===== src/rtl/sdb_pkg.sv =====
package sdb_pkg;
  localparam int unsigned ADDR_W = 2;
  localparam logic [ADDR_W-1:0] A_STAT = 2'd0;
  localparam logic [ADDR_W-1:0] A_TXB  = 2'd1;
  localparam logic [ADDR_W-1:0] A_RXB  = 2'd2;
  localparam int unsigned FLAG_N = 3;
  // flag index i lives at status bit DATA_W-1-i
  localparam int unsigned FI_TXE  = 0;
  localparam int unsigned FI_TEND = 1;
  localparam int unsigned FI_RXF  = 2;
endpackage


===== src/rtl/sdb_flag_cell.sv =====
module sdb_flag_cell (
  input  logic clk,
  input  logic rst_n,
  input  logic set_ev,
  input  logic side_clr,
  input  logic rd_stat,
  input  logic wr_stat,
  input  logic wr_bit,
  output logic flag_q
);
  logic arm_q, arm_d, flag_d, en;
  logic sw_clr;

  always_comb begin
    sw_clr = wr_stat & ~wr_bit & arm_q;
    en     = set_ev | side_clr | rd_stat | wr_stat;
    flag_d = flag_q;
    arm_d  = arm_q;
    if (set_ev) begin
      flag_d = 1'b1;
      arm_d  = 1'b0;
    end else if (side_clr | sw_clr) begin
      flag_d = 1'b0;
      arm_d  = 1'b0;
    end else if (rd_stat & flag_q) begin
      arm_d  = 1'b1;
    end
  end

  always_ff @(posedge clk or negedge rst_n) begin
    if (!rst_n) begin
      flag_q <= 1'b0;
      arm_q  <= 1'b0;
    end else if (en) begin
      flag_q <= flag_d;
      arm_q  <= arm_d;
    end
  end
endmodule


===== src/rtl/sdb_txbuf.sv =====
module sdb_txbuf #(
  parameter int unsigned DATA_W = 8
) (
  input  logic              clk,
  input  logic              rst_n,
  input  logic              wr,
  input  logic [DATA_W-1:0] wdata,
  input  logic              shift_idle,
  output logic [DATA_W-1:0] buf_q,
  output logic              load
);
  logic pend_q, pend_d, en;

  always_comb begin
    load   = pend_q & shift_idle & ~wr;
    pend_d = wr ? 1'b1 : (load ? 1'b0 : pend_q);
    en     = wr | load;
  end

  always_ff @(posedge clk or negedge rst_n) begin
    if (!rst_n) pend_q <= 1'b0;
    else if (en) pend_q <= pend_d;
  end

  always_ff @(posedge clk or negedge rst_n) begin
    if (!rst_n) buf_q <= '0;
    else if (wr) buf_q <= wdata;
  end
endmodule


===== src/rtl/sdb_rxbuf.sv =====
module sdb_rxbuf #(
  parameter int unsigned DATA_W = 8
) (
  input  logic              clk,
  input  logic              rst_n,
  input  logic              capture,
  input  logic [DATA_W-1:0] din,
  output logic [DATA_W-1:0] buf_q
);
  always_ff @(posedge clk or negedge rst_n) begin
    if (!rst_n) buf_q <= '0;
    else if (capture) buf_q <= din;
  end
endmodule


===== src/rtl/sdb_flags.sv =====
module sdb_flags #(
  parameter int unsigned DATA_W = 8
) (
  input  logic              clk,
  input  logic              rst_n,
  input  logic              rd_en,
  input  logic              wr_en,
  input  logic [1:0]        addr,
  input  logic [DATA_W-1:0] wdata,
  output logic [DATA_W-1:0] rdata,
  input  logic              tx_shift_idle,
  input  logic              tx_mode_set,
  input  logic              start_issued,
  input  logic              slave_rx_to_tx,
  input  logic              sync_fmt,
  input  logic              ninth_clk_rise,
  input  logic              frame_last_bit,
  input  logic              rx_xfer,
  input  logic [DATA_W-1:0] rx_shift_data,
  output logic              tx_load,
  output logic [DATA_W-1:0] tx_load_data,
  output logic              tx_empty,
  output logic              tx_end,
  output logic              rx_full
);
  import sdb_pkg::*;

  logic rd_stat, wr_stat, wr_txb, rd_rxb;
  logic [FLAG_N-1:0] set_ev, side_clr, flag_q, wr_bits;
  logic [DATA_W-1:0] txb_q, rxb_q, stat_word;

  always_comb begin
    rd_stat = rd_en & (addr == A_STAT);
    wr_stat = wr_en & (addr == A_STAT);
    wr_txb  = wr_en & (addr == A_TXB);
    rd_rxb  = rd_en & (addr == A_RXB);
  end

  sdb_txbuf #(.DATA_W(DATA_W)) u_txbuf (
    .clk(clk), .rst_n(rst_n), .wr(wr_txb), .wdata(wdata),
    .shift_idle(tx_shift_idle), .buf_q(txb_q), .load(tx_load)
  );
  assign tx_load_data = txb_q;

  sdb_rxbuf #(.DATA_W(DATA_W)) u_rxbuf (
    .clk(clk), .rst_n(rst_n), .capture(rx_xfer), .din(rx_shift_data),
    .buf_q(rxb_q)
  );

  always_comb begin
    set_ev[FI_TXE]    = tx_load | tx_mode_set | start_issued | slave_rx_to_tx;
    side_clr[FI_TXE]  = wr_txb;
    set_ev[FI_TEND]   = sync_fmt ? frame_last_bit : (ninth_clk_rise & flag_q[FI_TXE]);
    side_clr[FI_TEND] = wr_txb;
    set_ev[FI_RXF]    = rx_xfer;
    side_clr[FI_RXF]  = rd_rxb;
  end

  for (genvar i = 0; i < FLAG_N; i++) begin : g_flag
    assign wr_bits[i] = wdata[DATA_W-1-i];
    sdb_flag_cell u_cell (
      .clk(clk), .rst_n(rst_n), .set_ev(set_ev[i]), .side_clr(side_clr[i]),
      .rd_stat(rd_stat), .wr_stat(wr_stat), .wr_bit(wr_bits[i]),
      .flag_q(flag_q[i])
    );
    assign stat_word[DATA_W-1-i] = flag_q[i];
  end
  assign stat_word[DATA_W-FLAG_N-1:0] = '0;

  always_comb begin
    case (addr)
      A_STAT:  rdata = stat_word;
      A_TXB:   rdata = txb_q;
      A_RXB:   rdata = rxb_q;
      default: rdata = '0;
    endcase
  end

  assign tx_empty = flag_q[FI_TXE];
  assign tx_end   = flag_q[FI_TEND];
  assign rx_full  = flag_q[FI_RXF];
endmodule


===== config.mk =====
export PLATFORM = sky130hd
export DESIGN_NAME = sdb_flags
export DESIGN_NICKNAME = d
export VERILOG_FILES = /design/src/rtl/sdb_pkg.sv /design/src/rtl/sdb_flag_cell.sv /design/src/rtl/sdb_txbuf.sv /design/src/rtl/sdb_rxbuf.sv /design/src/rtl/sdb_flags.sv
export SDC_FILE = /design/constraint.sdc
export NUM_CORES = 1
export LEC_CHECK = 0
export ABC_AREA = 0
export ABC_CLOCK_PERIOD_IN_PS = 1100
export BUFFER_PORTS_ARGS = -buffer_cell sky130_fd_sc_hd__clkbuf_2
export CAP_MARGIN = 20
export CELL_PAD_IN_SITES_DETAIL_PLACEMENT = 1
export CELL_PAD_IN_SITES_GLOBAL_PLACEMENT = 1
export CORE_UTILIZATION = 35
export CTS_CLUSTER_DIAMETER = 80
export DETAILED_ROUTE_END_ITERATION = 8
export PLACE_DENSITY_LB_ADDON = 0.1
export SETUP_SLACK_MARGIN = 0.05
export SLEW_MARGIN = 20
export SYNTH_ARGS = -nofsm -noshare
export SYNTH_HDL_FRONTEND = slang
export SYNTH_SLANG_ARGS = --single-unit

===== constraint.sdc =====
create_clock -name clk -period 1.1 [get_ports clk]
set_input_delay 0.11 -clock clk [delete_from_list [all_inputs] [get_ports clk]]
set_output_delay 0.11 -clock clk [all_outputs]
set_load 0.05 [all_outputs]

==> metrics.txt <==
result of the run=complete, but fails checks; violated checks=negative hold slack, negative setup slack; share of the core filled with cells=72.25%; # port buffers=49; crit path max-delay cell type=sky130_fd_sc_hd__dfrtp_2; type of destination of the critical path=primary output; FMAX=between 700 and 800 MHz; most frequent cells in the layout=29 x sky130_fd_sc_hd__clkbuf_2, 18 x sky130_fd_sc_hd__buf_4, 14 x sky130_fd_sc_hd__buf_6; die width=58.91 um; Setup TNS Final=-2.607 ns; initial standard-cell utilization of the core=a little under two fifths; grt total ovfl=0; number of buffers on the longest clock path=2; final period utilization=119.1%; post-route setup slack=-0.2106 ns; Post-Synthesis Cell Area=roughly 1100 um2; worst endpoint required time=just under 1 ns; number of register bits inferred by synthesis=23; destination of the worst register-to-register timing path=u_txbuf.buf_q[4]; FFs w/ async S/R, synth=100.0%; hold slack=-0.01251 ns; crit-path max cell delay=0.46 ns; iteration-0 DRC count of the detailed router=12; vias after detailed routing=1071; register-to-register setup slack=-0.03 ns; max_slew headroom=between 50% and 60%; Min-Delay Endpoint=u_txbuf.pend_q; classification of the worst setup path=flop to primary output; Layout Cells excl Fill=222; power per cell area=1324 nW/um2; CTS clock-pin slew for the worst setup and hold paths=0.14 ns; nets=209; total CTS buffers=3; Yosys warning total=0; shortest period the worst path allows=about 1.3 ns; Max IR drop VDD=0.6798 mV; number of hold-slack violations in the final timing report=3; combined buffer and inverter count along the critical path=1; H-tree lvl count=1; per-cell via count in the routed design=~4.8; Top Ports=50; weighted congestion reported at the end of routability-driven placement=0.7852; per-instance average area after synthesis=12.60 um2; most common library cell in the layout ignoring fill and taps=sky130_fd_sc_hd__clkbuf_2; die height=58.91 um; sequential fraction of the synthesis area=50.77%; cells along the critical path=mux2i_4 -> o21ai_4 -> buf_12; count of flip-flops with a built-in enable after synthesis=0; CTS tree=yes; post-synth net total=120; worst min-delay path startpoint=tx_shift_idle; global-route wire length before repair=5285 um; class of the tightest hold or removal check=primary input to flop; average routed wire per standard cell=20.01 um; Setup crit start kind=flop; aggregate global-route resource usage=20.95%; number of antenna violations at the first check in global routing=0; floorplan die area=3470 um2; commonest register cell after synthesis=sky130_fd_sc_hd__dfrtp_1; number of cell instances on the worst register-to-register path=4; start of the worst register-to-register path=u_txbuf.buf_q[4]; distinct cell type count of the synthesized netlist=25; instance count of the mapped netlist=90; reported leakage power=1.058 nW; maximum net fanout on the critical path=2; antenna cell count=0; Top Family by Delay on Critical Path=flip-flops; CTS Root Cell=sky130_fd_sc_hd__clkbuf_4; count of clock tree sinks=23; pin count of the biggest net entering global routing=24; critical path arrival=1.20 ns; Synth top area share=roughly half; synth top area cells=sky130_fd_sc_hd__dfrtp_1 51%, sky130_fd_sc_hd__mux2_4 11%, sky130_fd_sc_hd__mux2_2 7.9%, sky130_fd_sc_hd__a22o_1 3.9%, sky130_fd_sc_hd__buf_6 3.0%; CORE AREA=3053 um2; setup-violating endpoint count in the final report=21; Placement Rows=20; number of global-route vias before repair=~1100; detailed-route DRC error count=0; total iterations of the first detailed-routing run=4; cell taking the most area after synthesis=sky130_fd_sc_hd__dfrtp_1; hpwl dp=2135 um; cell count after placement=195; MaxCap Viol Count=0; unrepaired setup endpoints after global routing=yes; number of pins exceeding their max-slew limit in the final report=0; insertion delay to the later sink of the worst-skew pair=0.34 ns; layout filler cell count=300; Max Clock Skew=0.002027 ns; share of layout cells above drive strength 1=between 70% and 80%; Detailed Route WL=roughly 4400 um; number of antenna-violating nets in the routed design=0; P&R area growth vs syn=94.59%; multi-input gate area in the final layout=605.6 um2; instance count along the most critical hold path=2; Storage cell area=589.3 um2; Worst Tran Pin Value=0.6045 ns
-- how the worst max path moves through the flow --
stage	cells after the start	slack, ns	from	to
3_3_place_gp	6	-0.03	addr[0]	rdata[6]
2_1_floorplan	2	-0.04	g_flag[0].u_cell.flag_q	rdata[7]
3_5_place_dp	6	-0.08	addr[0]	rdata[6]
4_1_cts	3	-0.22	g_flag[2].u_cell.flag_q	rdata[5]
5_1_grt	3	-0.24	g_flag[2].u_cell.flag_q	rdata[5]
6_report	3	-0.21	g_flag[0].u_cell.flag_q	rdata[7]
-- power by group --
group	total (mW)	internal, mW	switching [mW]	leakage (nW)
combinational	1.44	0.769	0.670	0.779
sequential	1.05	0.955	0.0937	0.261
clock	0.434	0.137	0.297	0.0177
total	2.92	1.86	1.06	1.06
-- kinds of logic after synthesis --
family | after synthesis | synth area share [%]
multiplexers | 19 | 21.19
AND/OR/NAND/NOR | 19 | 11.15
buffers and inverters | 9 | 5.187
AO/OA/AOI/OAI | 20 | 11.70
flip-flops | 23 | 50.77
-- area by class of cell --
cell class	instances	share of cell area [%]
clock buffer	3	1.021
clock inverter	1	0.2269
sequential	23	26.72
timing repair buffer	89	41.41
inverter	4	0.6807
tap	44	2.496
multi-input combinational	58	27.45
-- timing repair --
| action | in CTS | in global routing |
|---|---|---|
| buffers inserted | 12 | 3 |
| endpoints found under the setup margin | 21 | 24 |
| pin swaps | 11 | 3 |
| gates resized for setup | 59 | 25 |
| hold endpoints to repair | 23 | 7 |
| hold buffers | 1 | 7 |
-- flip-flops by register name (all words and copies together), names as in the netlist --
register and cells:
u_txbuf.buf_q 8, g_flag.u_cell.arm_q 3, u_rxbuf.buf_q 8, u_txbuf.pend_q 1, g_flag.u_cell.flag_q 3
-- metal layers --
layer / track usage [%] / part of all wire, % / vias to the layer above
met1: 25.42 / 40 / 534
met2: 37.18 / 55 / 34
met4: 9.184 / 2.0 / 0
li1: - / - / 496
met3: 2.418 / 3.4 / 7
met5: 0 / 0 / -
-- per-stage QoR --
step	power (mW)	hold slack, ns	cell area, um2	setup WS [ns]
final	2.921	-0.01251	2206	-0.2106
after global routing	3.016	-0.005554	2206	-0.2423
after CTS	2.729	0.001624	2029	-0.2161
after detailed placement	1.898	0.1420	1588	-0.07960
after global placement	1.883	0.1367	1588	-0.03470
after floorplan	1.638	-0.1856	1189	-0.03522
-- Yosys cell counts, types with 2 or more instances --
master / n
sky130_fd_sc_hd__a21o_1: 2
sky130_fd_sc_hd__a21oi_1: 5
sky130_fd_sc_hd__a22o_1: 5
sky130_fd_sc_hd__buf_2: 2
sky130_fd_sc_hd__buf_6: 3
sky130_fd_sc_hd__dfrtp_1: 23
sky130_fd_sc_hd__inv_1: 4
sky130_fd_sc_hd__mux2_2: 8
sky130_fd_sc_hd__mux2_4: 8
sky130_fd_sc_hd__mux2i_1: 3
sky130_fd_sc_hd__nand2_1: 6
sky130_fd_sc_hd__nand2b_1: 2
sky130_fd_sc_hd__nor3_1: 2
sky130_fd_sc_hd__o21ai_0: 5
sky130_fd_sc_hd__o21bai_1: 2
-- worst reg2reg max path: stages (launching register included) --
cell	delay, ns
sky130_fd_sc_hd__dfrtp_2	0.45
sky130_fd_sc_hd__buf_6	0.13
sky130_fd_sc_hd__buf_6	0.10
sky130_fd_sc_hd__buf_6	0.10
sky130_fd_sc_hd__mux2_4	0.25
Power figures use the tool's default switching activity.
